$ cat config.mk
export PLATFORM = sky130hd
export DESIGN_NAME = meter_irq_ctrl
export DESIGN_NICKNAME = d
export VERILOG_FILES = /design/src/rtl/mic_pkg.sv /design/src/rtl/mic_status_bank.sv /design/src/rtl/mic_regport.sv /design/src/rtl/mic_irq_gen.sv /design/src/rtl/meter_irq_ctrl.sv
export SDC_FILE = /design/constraint.sdc
export NUM_CORES = 1
export LEC_CHECK = 0
export ABC_AREA = 1
export BUFFER_PORTS_ARGS = -buffer_cell sky130_fd_sc_hd__buf_2
export CAP_MARGIN = 10
export CORE_UTILIZATION = 38
export CTS_CLUSTER_DIAMETER = 200
export DETAILED_ROUTE_END_ITERATION = 6
export SLEW_MARGIN = 20
export SYNTH_ARGS = -nofsm -noshare
export SYNTH_HDL_FRONTEND = slang
export SYNTH_SLANG_ARGS = --single-unit
$ cat constraint.sdc
create_clock -name clk -period 1.65 [get_ports clk]
set_input_delay 0.165 -clock clk [delete_from_list [all_inputs] [get_ports clk]]
set_output_delay 0.165 -clock clk [all_outputs]
set_load 0.05 [all_outputs]
$ cat src/rtl/mic_pkg.sv
package mic_pkg;
  localparam int unsigned EVT_COUNT = 5;
  localparam int unsigned ADR_MASK     = 3;
  localparam int unsigned ADR_STAT     = 4;
  localparam int unsigned ADR_STAT_CLR = 5;

  typedef enum int unsigned {
    EV_ROLLOVER = 0,
    EV_HALF     = 1,
    EV_ZERO_X   = 2,
    EV_SAG      = 3,
    EV_SAMPLE   = 4
  } evt_idx_e;

  typedef enum logic [1:0] {
    ACC_NONE  = 2'd0,
    ACC_PLAIN = 2'd1,
    ACC_CLEAR = 2'd2,
    ACC_MASK  = 2'd3
  } acc_kind_e;
endpackage

$ cat src/rtl/mic_status_bank.sv
module mic_status_bank #(
  parameter int unsigned NUM_SRC = 5
) (
  input  logic               clk,
  input  logic               rst,
  input  logic [NUM_SRC-1:0] evt_i,
  input  logic               clr_i,
  output logic [NUM_SRC-1:0] stat_q,
  output logic [NUM_SRC-1:0] stat_d
);
  for (genvar k = 0; k < NUM_SRC; k++) begin : g_bit
    // set has priority over the clear of a returned bit
    always_comb stat_d[k] = evt_i[k] | (stat_q[k] & ~clr_i);

    always_ff @(posedge clk) begin
      if (rst) stat_q[k] <= 1'b0;
      else     stat_q[k] <= stat_d[k];
    end
  end
endmodule

$ cat src/rtl/mic_regport.sv
module mic_regport
  import mic_pkg::*;
#(
  parameter int unsigned NUM_SRC = 5,
  parameter int unsigned ADDR_W  = 4,
  parameter int unsigned DATA_W  = 8
) (
  input  logic               clk,
  input  logic               rst,
  input  logic               req_valid,
  input  logic               req_write,
  input  logic [ADDR_W-1:0]  req_addr,
  input  logic [DATA_W-1:0]  req_wdata,
  input  logic [NUM_SRC-1:0] stat_q,
  output logic               clr_o,
  output logic [NUM_SRC-1:0] mask_q,
  output logic [NUM_SRC-1:0] mask_d,
  output logic               rsp_valid,
  output logic [DATA_W-1:0]  rsp_data
);
  acc_kind_e   kind;
  logic        is_rd, is_wr;
  logic [DATA_W-1:0] rdata_d;

  always_comb begin
    is_rd = req_valid & ~req_write;
    is_wr = req_valid & req_write;
    if (req_addr == ADDR_W'(ADR_MASK))          kind = ACC_MASK;
    else if (req_addr == ADDR_W'(ADR_STAT))     kind = ACC_PLAIN;
    else if (req_addr == ADDR_W'(ADR_STAT_CLR)) kind = ACC_CLEAR;
    else                                        kind = ACC_NONE;
  end

  always_comb begin
    clr_o  = is_rd && (kind == ACC_CLEAR);
    mask_d = (is_wr && kind == ACC_MASK) ? req_wdata[NUM_SRC-1:0] : mask_q;
    case (kind)
      ACC_MASK:            rdata_d = DATA_W'(mask_q);
      ACC_PLAIN, ACC_CLEAR: rdata_d = DATA_W'(stat_q);
      default:             rdata_d = '0;
    endcase
  end

  always_ff @(posedge clk) begin
    if (rst) begin
      mask_q    <= '0;
      rsp_valid <= 1'b0;
      rsp_data  <= '0;
    end else begin
      mask_q    <= mask_d;
      rsp_valid <= is_rd;
      if (is_rd) rsp_data <= rdata_d;
    end
  end
endmodule

$ cat src/rtl/mic_irq_gen.sv
module mic_irq_gen #(
  parameter int unsigned NUM_SRC = 5
) (
  input  logic               clk,
  input  logic               rst,
  input  logic [NUM_SRC-1:0] stat_d,
  input  logic [NUM_SRC-1:0] mask_d,
  output logic               irq_o
);
  // built from next-state values so the flop lines up with status and mask
  always_ff @(posedge clk) begin
    if (rst) irq_o <= 1'b0;
    else     irq_o <= |(stat_d & mask_d);
  end
endmodule

$ cat src/rtl/meter_irq_ctrl.sv
module meter_irq_ctrl #(
  parameter int unsigned NUM_SRC = 5,
  parameter int unsigned ADDR_W  = 4,
  parameter int unsigned DATA_W  = 8
) (
  input  logic               clk,
  input  logic               rst,
  input  logic [NUM_SRC-1:0] evt_i,
  input  logic               req_valid,
  input  logic               req_write,
  input  logic [ADDR_W-1:0]  req_addr,
  input  logic [DATA_W-1:0]  req_wdata,
  output logic               rsp_valid,
  output logic [DATA_W-1:0]  rsp_data,
  output logic               irq_drive_low
);
  logic [NUM_SRC-1:0] stat_q, stat_d, mask_q, mask_d;
  logic               clr;

  mic_status_bank #(.NUM_SRC(NUM_SRC)) u_stat (
    .clk(clk), .rst(rst), .evt_i(evt_i), .clr_i(clr),
    .stat_q(stat_q), .stat_d(stat_d)
  );

  mic_regport #(.NUM_SRC(NUM_SRC), .ADDR_W(ADDR_W), .DATA_W(DATA_W)) u_port (
    .clk(clk), .rst(rst), .req_valid(req_valid), .req_write(req_write),
    .req_addr(req_addr), .req_wdata(req_wdata), .stat_q(stat_q),
    .clr_o(clr), .mask_q(mask_q), .mask_d(mask_d),
    .rsp_valid(rsp_valid), .rsp_data(rsp_data)
  );

  mic_irq_gen #(.NUM_SRC(NUM_SRC)) u_irq (
    .clk(clk), .rst(rst), .stat_d(stat_d), .mask_d(mask_d), .irq_o(irq_drive_low)
  );
endmodule

## After elaboration in Yosys (flattened, before gate mapping)

Index checks and enable logic that the tools add are counted.
Widths: inputs -> output; s select.

- Mux-type cells: 5
- Equality and inequality tests: 6
- Bitwise operators: 15
- Reduce and logical (&&, ||, !) cells: 4

Operators by type and width:

| kind | number |
|---|---|
| $pmux 5 s2 | 1 |
| $eq 4x3->1 const B | 2 |
| $and 1x1->1 | 7 |
| $mux 2 | 3 |
| $and 5x5->5 | 1 |
| $mux 5 | 1 |
| $or 1x1->1 | 5 |
| $reduce_or 5->1 | 1 |
| $eq 2x2->1 const B | 2 |
| $eq 4x2->1 const B | 1 |
| $eq 2x1->1 const B | 1 |
| $logic_and 1x1->1 | 2 |
| $not 1->1 | 2 |
| $reduce_or 2->1 | 1 |

- Logic and storage cells: 39
- Register bits: 20
- Output and inout port bits: 10

## Logic depth before layout (Yosys ltp)

Gate-level depths: netlist of run 1.

- Word-level depth: 11
- Depth in mapped cells: 14

## Cells and area by module

Synthesis of run 1 repeated with hierarchy kept, for this count alone.

- Cell total of the unflattened synthesis: 130
- Area, all modules: 855.8 µm²

By module, submodules not included:

| module | instances | area an instance (µm²) | cells each |
|---|---|---|---|
| mic_regport | 1 | 613.1 | 94 |
| mic_status_bank | 1 | 185.2 | 26 |
| mic_irq_gen | 1 | 57.6 | 10 |

## Worst setup path before layout of run 1

No wires, ideal clock.

- Path kind: input to register
- From: input req_addr[3]
- To: register u_irq.irq_o
- Required time: 1.522 ns
- Buffers on the path: 1
- Setup slack: 0.132 ns
- Data arrival time: 1.390 ns
- Stages: 12
- Path through: nor4_1 a31oi_1 inv_1 ha_1 buf_2 nand3_2 nor2_1 nor2_1 nand2_1 nand2_1 nor2_1 nor2_1

- Word-level cells in the longest chain between the ends: 11
- Elaborated cells on any way between the ends: 24
- Those cells by class: eq/ne (5); mux (4); bitwise (12); reduce/logical (3)

Ends and longest elaborated chain:

| element | line | RTL |
|---|---|---|
| from (decl) | meter_irq_ctrl.sv:11 | `input logic [ADDR_W-1:0] req_addr,` |
| $eq 4x3->1 | mic_regport.sv:30 | `else if (req_addr == ADDR_W'(ADR_STAT_CLR)) kind = ACC_CLEAR;` |
| $mux 2 | mic_regport.sv:30 |  |
| $mux 2 | mic_regport.sv:29 | `else if (req_addr == ADDR_W'(ADR_STAT)) kind = ACC_PLAIN;` |
| $mux 2 (*) | mic_regport.sv:28 | `if (req_addr == ADDR_W'(ADR_MASK)) kind = ACC_MASK;` |
| $eq 2x2->1 | mic_regport.sv:35 | `clr_o = is_rd && (kind == ACC_CLEAR);` |
| $logic_and 1x1->1 | mic_regport.sv:35 |  |
| $not 1->1 | mic_status_bank.sv:13 | `always_comb stat_d[k] = evt_i[k] \| (stat_q[k] & ~clr_i);` |
| $and 1x1->1 | mic_status_bank.sv:13 |  |
| $or 1x1->1 | mic_status_bank.sv:13 |  |
| $and 5x5->5 (*) | mic_irq_gen.sv:13 | `else irq_o <= \|(stat_d & mask_d);` |
| $reduce_or 5->1 (*) | mic_irq_gen.sv:13 |  |
| to (signal assigned) | mic_irq_gen.sv:13 |  |
| to (decl) | mic_irq_gen.sv:8 | `output logic irq_o` |

Every way passes the cells marked *; elsewhere a longest branch is shown, timed or not.
A chain may end at the register's enable or synchronous reset.

## Worst setup path in the final report of run 1

Same ends and word-level chain as after synthesis.

==> results.yml, run 1 <==
power:
  pwr_density_cell_nw_per_um2: 756
  p_leak_nw: 0.527
  irDropWorstVdd_mv: 0.431
worst_hold_path:
  min-delay-start: "evt_i[0]"
  min_path_cells: 3
  hold_path_class: "input port to flop"
drt:
  wire_per_inst_um: 9.51
  via_count: 776
  routed_wl_um: 1640
  drcViolationCount: 0
  detail_route.iter0.violations: 6
  first_pass_iters: 4
  vias_per_cell: 4.51
  postRouteAntennaNets: 0
placement:
  dp_hpwl_um: 1270
  port-buffer-count: 24
  gp_congestion: 0.789
sta:
  fin_skew_ns: 0.000667
  fin_crit_sh: 0.838
  setup_viol: 0
  rsz0062_at_grt: "no"
  post-route-min-period_ns: 1.38
  fmaxAchievable_mhz: 724
  hold_violations: 0
  hold_ws_ns: 0.116
  slew_violations: 0
logic_synthesis:
  syn_area_um2: 826
  synth.area.top_cells: "dfxtp_1 41%, nand2_1 17%, a21oi_1 7.9%"
  yosysSeqAreaShare: 0.412
  synth_top_area_frac: 0.412
  syn_inst: 119
  synth_warnings: 0
  syn_avg_cell_area_um2: 6.94
  synth_top_area_cell: "dfxtp_1"
  ys_ff_latch: 17
  netlist-cell-type-count: 21
worst_setup_path:
  cpMaxStageDelayCell: "nor4_2"
  cpPeakStageDelay_ns: 0.25
  critPathTopFamily: "simple AND/OR/NAND/NOR gates"
  critPathLaunchType: "input port"
  cp_num_cells: 12
  cp_data_required_time_ns: 1.83
  crit_chain: "buf_2 -> nor4_2 -> a31oi_1 -> inv_1 -> ha_1 -> nand3_2 -> nand2_1 -> nand2_1 -> nand2_1 -> nand3_1 -> nor2_1 -> nor2_1"
  path_buf_inv: 2
  endpoint_kind: "flop"
  critical_path.max_fanout: 7
  crit_type: "input port to flop"
  path_common_cell: "nand2_1"
  cp-startpoint: "req_addr[3]"
  ff2ff_path_depth: 6
  arrival_ns: 1.57
  r2r_start: "u_port.mask_q[0]"
die:
  rows: 16
  pin_count: 31
  dieArea_um2: 2360
  die-width_um: 48.6
  dieHeight_um: 48.6
  start_util: 0.413
  coreArea_um2: 2000
finish:
  drive_gt1_frac: 0.241
  diodes: 0
  fin_nets: 170
  area_growth_pct: 21.2
  fin_util: 0.500
global_route:
  grt.overflow.total: 0
  grtUsageTotal: 0.161
  grt_pass1_vias: 697
  antenna_found_initial: 0
  grt_max_degree: 18
  grt_first_pass_wirelength_um: 2900
cts:
  postCtsHoldBufs: 0
  cts_tree: "built"
  htree_levels: 1
  cts_root_buffer: "clkbuf_4"
  cts_buffers: 3
  cts.sinks: 17
  clk_pin_slew_ns: 0.10
  cts.path.max_buffers: 2
  clock_latency_ns: 0.29
flow_run:
  drv_cap: 0
outcome:
  status: "complete, no violations"
[stage by stage]
step                      power (W)  TNS, ns  setup WS [ns]  cells  cell area [µm²]
after floorplan            0.000509        0          0.132    121              833
after global placement     0.000539  -0.0349        -0.0349    168              967
after detailed placement   0.000541  -0.0728        -0.0728    168              967
after CTS                  0.000768        0          0.237    172              995
after global routing       0.000805        0         0.0421    172             1000
final                      0.000757        0          0.268    172             1000
[tightest hold or removal path, cell delays in order]
cell and delay [ns]:
buf_2 0.09, inv_1 0.05, a21oi_1 0.06
[worst paths after layout]
kind / slack (ns) / end
hold reg to reg: 0.47 / u_port.rsp_data[3]
setup / recovery: 0.27 / u_irq.irq_o
hold / removal: 0.12 / u_stat.stat_q[0]
setup reg to reg: 0.79 / u_irq.irq_o
[area by class of cell]
cell class | instances | area [µm²]
clock buffer | 3 | 22.5
clock inverter | 1 | 5.00
fill | 217 | 1000
inverter | 15 | 56.3
multi-input combinational | 83 | 408
sequential | 17 | 340
tap | 27 | 33.8
timing repair buffer | 26 | 135
[power by group]
part | total (W) | switching, W | internal [W]
logic | 0.000106 | 0.0000689 | 0.0000367
clock network | 0.000225 | 0.000134 | 0.0000902
registers | 0.000427 | 0.00000589 | 0.000421
total | 0.000757 | 0.000209 | 0.000548
[registers in the layout (all words and copies together) (netlist names)]
signal / flops
u_irq.irq_o: 1
u_port.mask_q: 5
u_port.rsp_data: 5
u_port.rsp_valid: 1
u_stat.stat_q: 5
[metal layers]
layer  vias to the layer above  part of all wire  GRT usage
li1                        424                 -          -
met1                       331              0.49      0.202
met2                        19              0.46      0.257
met3                         2             0.045     0.0409
met4                         0            0.0098     0.0735
met5                         -                 0          0
[Yosys cell counts]
| cell | instances |
|---|---|
| nand3_1 | 2 |
| ha_1 | 3 |
| a31oi_1 | 1 |
| dfxtp_1 | 17 |
| nand2_1 | 38 |
| o21ai_0 | 1 |
| a21oi_1 | 13 |
| buf_4 | 3 |
| buf_2 | 1 |
| nand4_1 | 3 |
| inv_2 | 2 |
| clkbuf_1 | 2 |
| nor4_1 | 1 |
| inv_1 | 13 |
| nor2_2 | 1 |
| nand3_2 | 1 |
| o21ai_1 | 1 |
| a22o_1 | 4 |
| conb_1 | 1 |
| nor3_1 | 1 |
| nor2_1 | 10 |
[placed cells by master, fill, tap and decap left out, types with 2 or more instances in the layout]
cell type	count
ha_1	3
buf_4	2
dfxtp_1	17
nand3_1	2
a21oi_1	13
inv_2	2
a22o_1	4
conb_1	3
buf_2	24
o21ai_1	2
clkbuf_4	3
nand2_1	38
nor2_1	10
inv_1	13
nand4_1	3
[logic make-up after synthesis]
logic type                 after synthesis  share of synthesized area
AOI/OAI and AO/OA                       20                      0.141
adders and majority gates                3                     0.0455
buffers and inverters                   21                      0.111
DFF                                     17                      0.412
other                                    1                    0.00454
and+or+nand+nor                         57                      0.286
[repair_timing]
| action | CTS | global route |
|---|---|---|
| gates resized for setup | 0 | 2 |
| setup endpoints to repair | 0 | 1 |
| setup buffers | 0 | 0 |
Note: power is estimated with default switching activity, not from simulation.
==> run 2, diff against run 1 <==
--- a/config.mk
+++ b/config.mk
@@ -11,6 +11,7 @@
 export CORE_UTILIZATION = 38
 export CTS_CLUSTER_DIAMETER = 200
 export DETAILED_ROUTE_END_ITERATION = 6
+export PLACE_DENSITY = 0.67
 export SLEW_MARGIN = 20
 export SYNTH_ARGS = -nofsm -noshare
 export SYNTH_HDL_FRONTEND = slang
==> constraint.sdc (replaced) <==
create_clock -name clk -period 1.2 [get_ports clk]
set_input_delay 0.12 -clock clk [delete_from_list [all_inputs] [get_ports clk]]
set_output_delay 0.12 -clock clk [all_outputs]
set_load 0.05 [all_outputs]
==> run 2 against run 1 <==
Against the previous run:
- clock skew is 0.0010 ns higher
- highest routed layer unchanged
- utilization is 9.3 points higher
- sequential power is 38% higher
- critical endpoint unchanged
- the run now ends with negative setup slack left
==> results.yml, run 2 (synthesized netlist as in run 1, its figures left out) <==
outcome:
  status: "finished, violations left"
  failed_checks: "negative setup slack"
finish:
  final_cell_mix: "31 x nand2_1, 20 x buf_2, 17 x dfxtp_1"
  fillers: 203
  area_growth_pct: 43.8
  regArea_um2: 340
  multi_input_area_um2: 490
  diodes: 0
  fin_util: 0.593
  drive_gt1_frac: 0.392
  final_cells: 180
  biggestRegsByFlops: "u_port.mask_q: 5 flops, u_port.rsp_data: 5 flops, u_stat.stat_q: 5 flops"
  mostFrequentLayoutCell: "nand2_1"
  fin_nets: 178
sta:
  fmaxAchievable_mhz: 802
  hold_violations: 0
  fin_crit_sh: 1.04
  fin_skew_ns: 0.00170
  post-route-min-period_ns: 1.25
  layout_setup_ws_ns: -0.0462
  setup_viol: 1
  finalSetupTns_ns: -0.0462
  hold_ws_ns: 0.0646
  rsz0062_at_grt: "yes"
  slew_violations: 0
global_route:
  grt_max_degree: 18
  grt_first_pass_wirelength_um: 3280
  antenna_found_initial: 0
  grt.overflow.total: 0
  grt_pass1_vias: 795
  grtUsageTotal: 0.175
drt:
  drcViolationCount: 0
  detail_route.iter0.violations: 11
  postRouteAntennaNets: 0
  routed_wl_um: 1970
  first_pass_iters: 4
  via_count: 855
  wire_per_inst_um: 11.0
  vias_per_cell: 4.75
cts:
  cts_root_buffer: "clkbuf_4"
  cts_tree: "built"
  cts.path.max_buffers: 2
  htree_levels: 1
  clk_pin_slew_ns: 0.11
  postCtsHoldBufs: 0
  clock_latency_ns: 0.30
  cts.sinks: 17
  cts_buffers: 3
die:
  coreArea_um2: 2000
  die-width_um: 48.6
  rows: 16
  start_util: 0.413
  dieHeight_um: 48.6
  dieArea_um2: 2360
  pin_count: 31
power:
  irDropWorstVdd_mv: 0.694
  pwr_density_cell_nw_per_um2: 940
  intPower_w: 0.000791
  pwr-share-comb: 0.185
  p_seq_frac: 0.527
  power_w: 0.00112
  p_sw_frac: 0.291
  clockPowerShare: 0.288
  p_switching_w: 0.000325
  p_leak_nw: 0.580
worst_setup_path:
  cpMaxStageDelayCell: "nor4_4"
  r2r_start: "u_port.mask_q[2]"
  critPathLaunchType: "input port"
  endpoint_kind: "flop"
  critPathTopFamily: "simple AND/OR/NAND/NOR gates"
  crit_chain: "buf_8 -> inv_6 -> nor4_4 -> a31oi_2 -> inv_1 -> ha_4 -> nand3_4 -> nand2_2 -> nand2_1 -> nand2_1 -> nand3_2 -> nor2_1 -> nor2_1"
  crit_path_end: "u_irq.irq_o"
  cp_num_cells: 13
  arrival_ns: 1.44
  r2r_slack_ns: 0.34
  cp_data_required_time_ns: 1.39
  critical_path.max_fanout: 7
  ff2ff_path_depth: 8
  cp-startpoint: "req_addr[1]"
  r2r-end: "u_irq.irq_o"
  path_buf_inv: 3
  cpPeakStageDelay_ns: 0.28
  crit_type: "input port to flop"
placement:
  dp_hpwl_um: 1430
  dp_cells: 173
  port-buffer-count: 24
  gp_congestion: 0.820
worst_hold_path:
  hold_path_class: "input port to flop"
flow_run:
  drv_cap: 0
==> run 2: how the worst min path moves through the flow <==
stage	startpoint	end	slack, ns	cells after the start
after global placement	evt_i[1]	u_stat.stat_q[1]	0.38	3
after detailed placement	evt_i[0]	u_stat.stat_q[0]	0.39	3
after global routing	evt_i[2]	u_stat.stat_q[2]	0.07	3
after floorplan	evt_i[0]	u_stat.stat_q[0]	0.27	2
after CTS	evt_i[0]	u_stat.stat_q[0]	0.06	3
final	evt_i[2]	u_stat.stat_q[2]	0.06	3
==> run 2: power groups by stage <==
| stage | Sequential [W] | Combinational, W | Clock [W] |
|---|---|---|---|
| after floorplan | 0.000606 | 0.000106 | 0 |
| after global placement | 0.000600 | 0.000179 | 0 |
| after detailed placement | 0.000600 | 0.000182 | 0 |
| after CTS | 0.000588 | 0.000199 | 0.000329 |
| after global routing | 0.000589 | 0.000226 | 0.000343 |
| final | 0.000588 | 0.000207 | 0.000321 |
==> run 2: what timing repair did <==
action                                  in CTS  in global routing
gates resized for setup                     12                 10
endpoints found under the setup margin       1                 11
setup buffers                                3                  0
pin swaps                                   10                 13
==> run 2: cell type report <==
cell class / count / share of cell area
Timing Repair Buffer: 34 / 0.189
Multi-Input combinational cell: 83 / 0.413
Clock inverter: 1 / 0.00421
Inverter: 15 / 0.0601
Clock buffer: 3 / 0.0190
Sequential cell: 17 / 0.287
Tap cell: 27 / 0.0285
==> run 2: worst reg2reg max path, stage by stage (launching register included) <==
cell and delay, ns:
dfxtp_1 0.33, inv_1 0.05, nand2_1 0.05, inv_2 0.06, nor2_1 0.04, nand2_1 0.05, nand2_1 0.04, nor2_1 0.10
nor2_1 0.04
==> run 2: per-stage QoR <==
| stage | setup slack [ns] | area (µm²) |
|---|---|---|
| floorplan | -0.186 | 898 |
| global placement | -0.387 | 1060 |
| detailed placement | -0.440 | 1060 |
| CTS | -0.0339 | 1150 |
| global route | -0.162 | 1190 |
| finish | -0.0462 | 1190 |
==> run 2: per-layer routing <==
| metal | track usage | part of all wire |
|---|---|---|
| met5 | 0 | 0 |
| met4 | 0.0588 | 0.012 |
| met3 | 0.0220 | 0.044 |
| met2 | 0.292 | 0.49 |
| met1 | 0.233 | 0.46 |
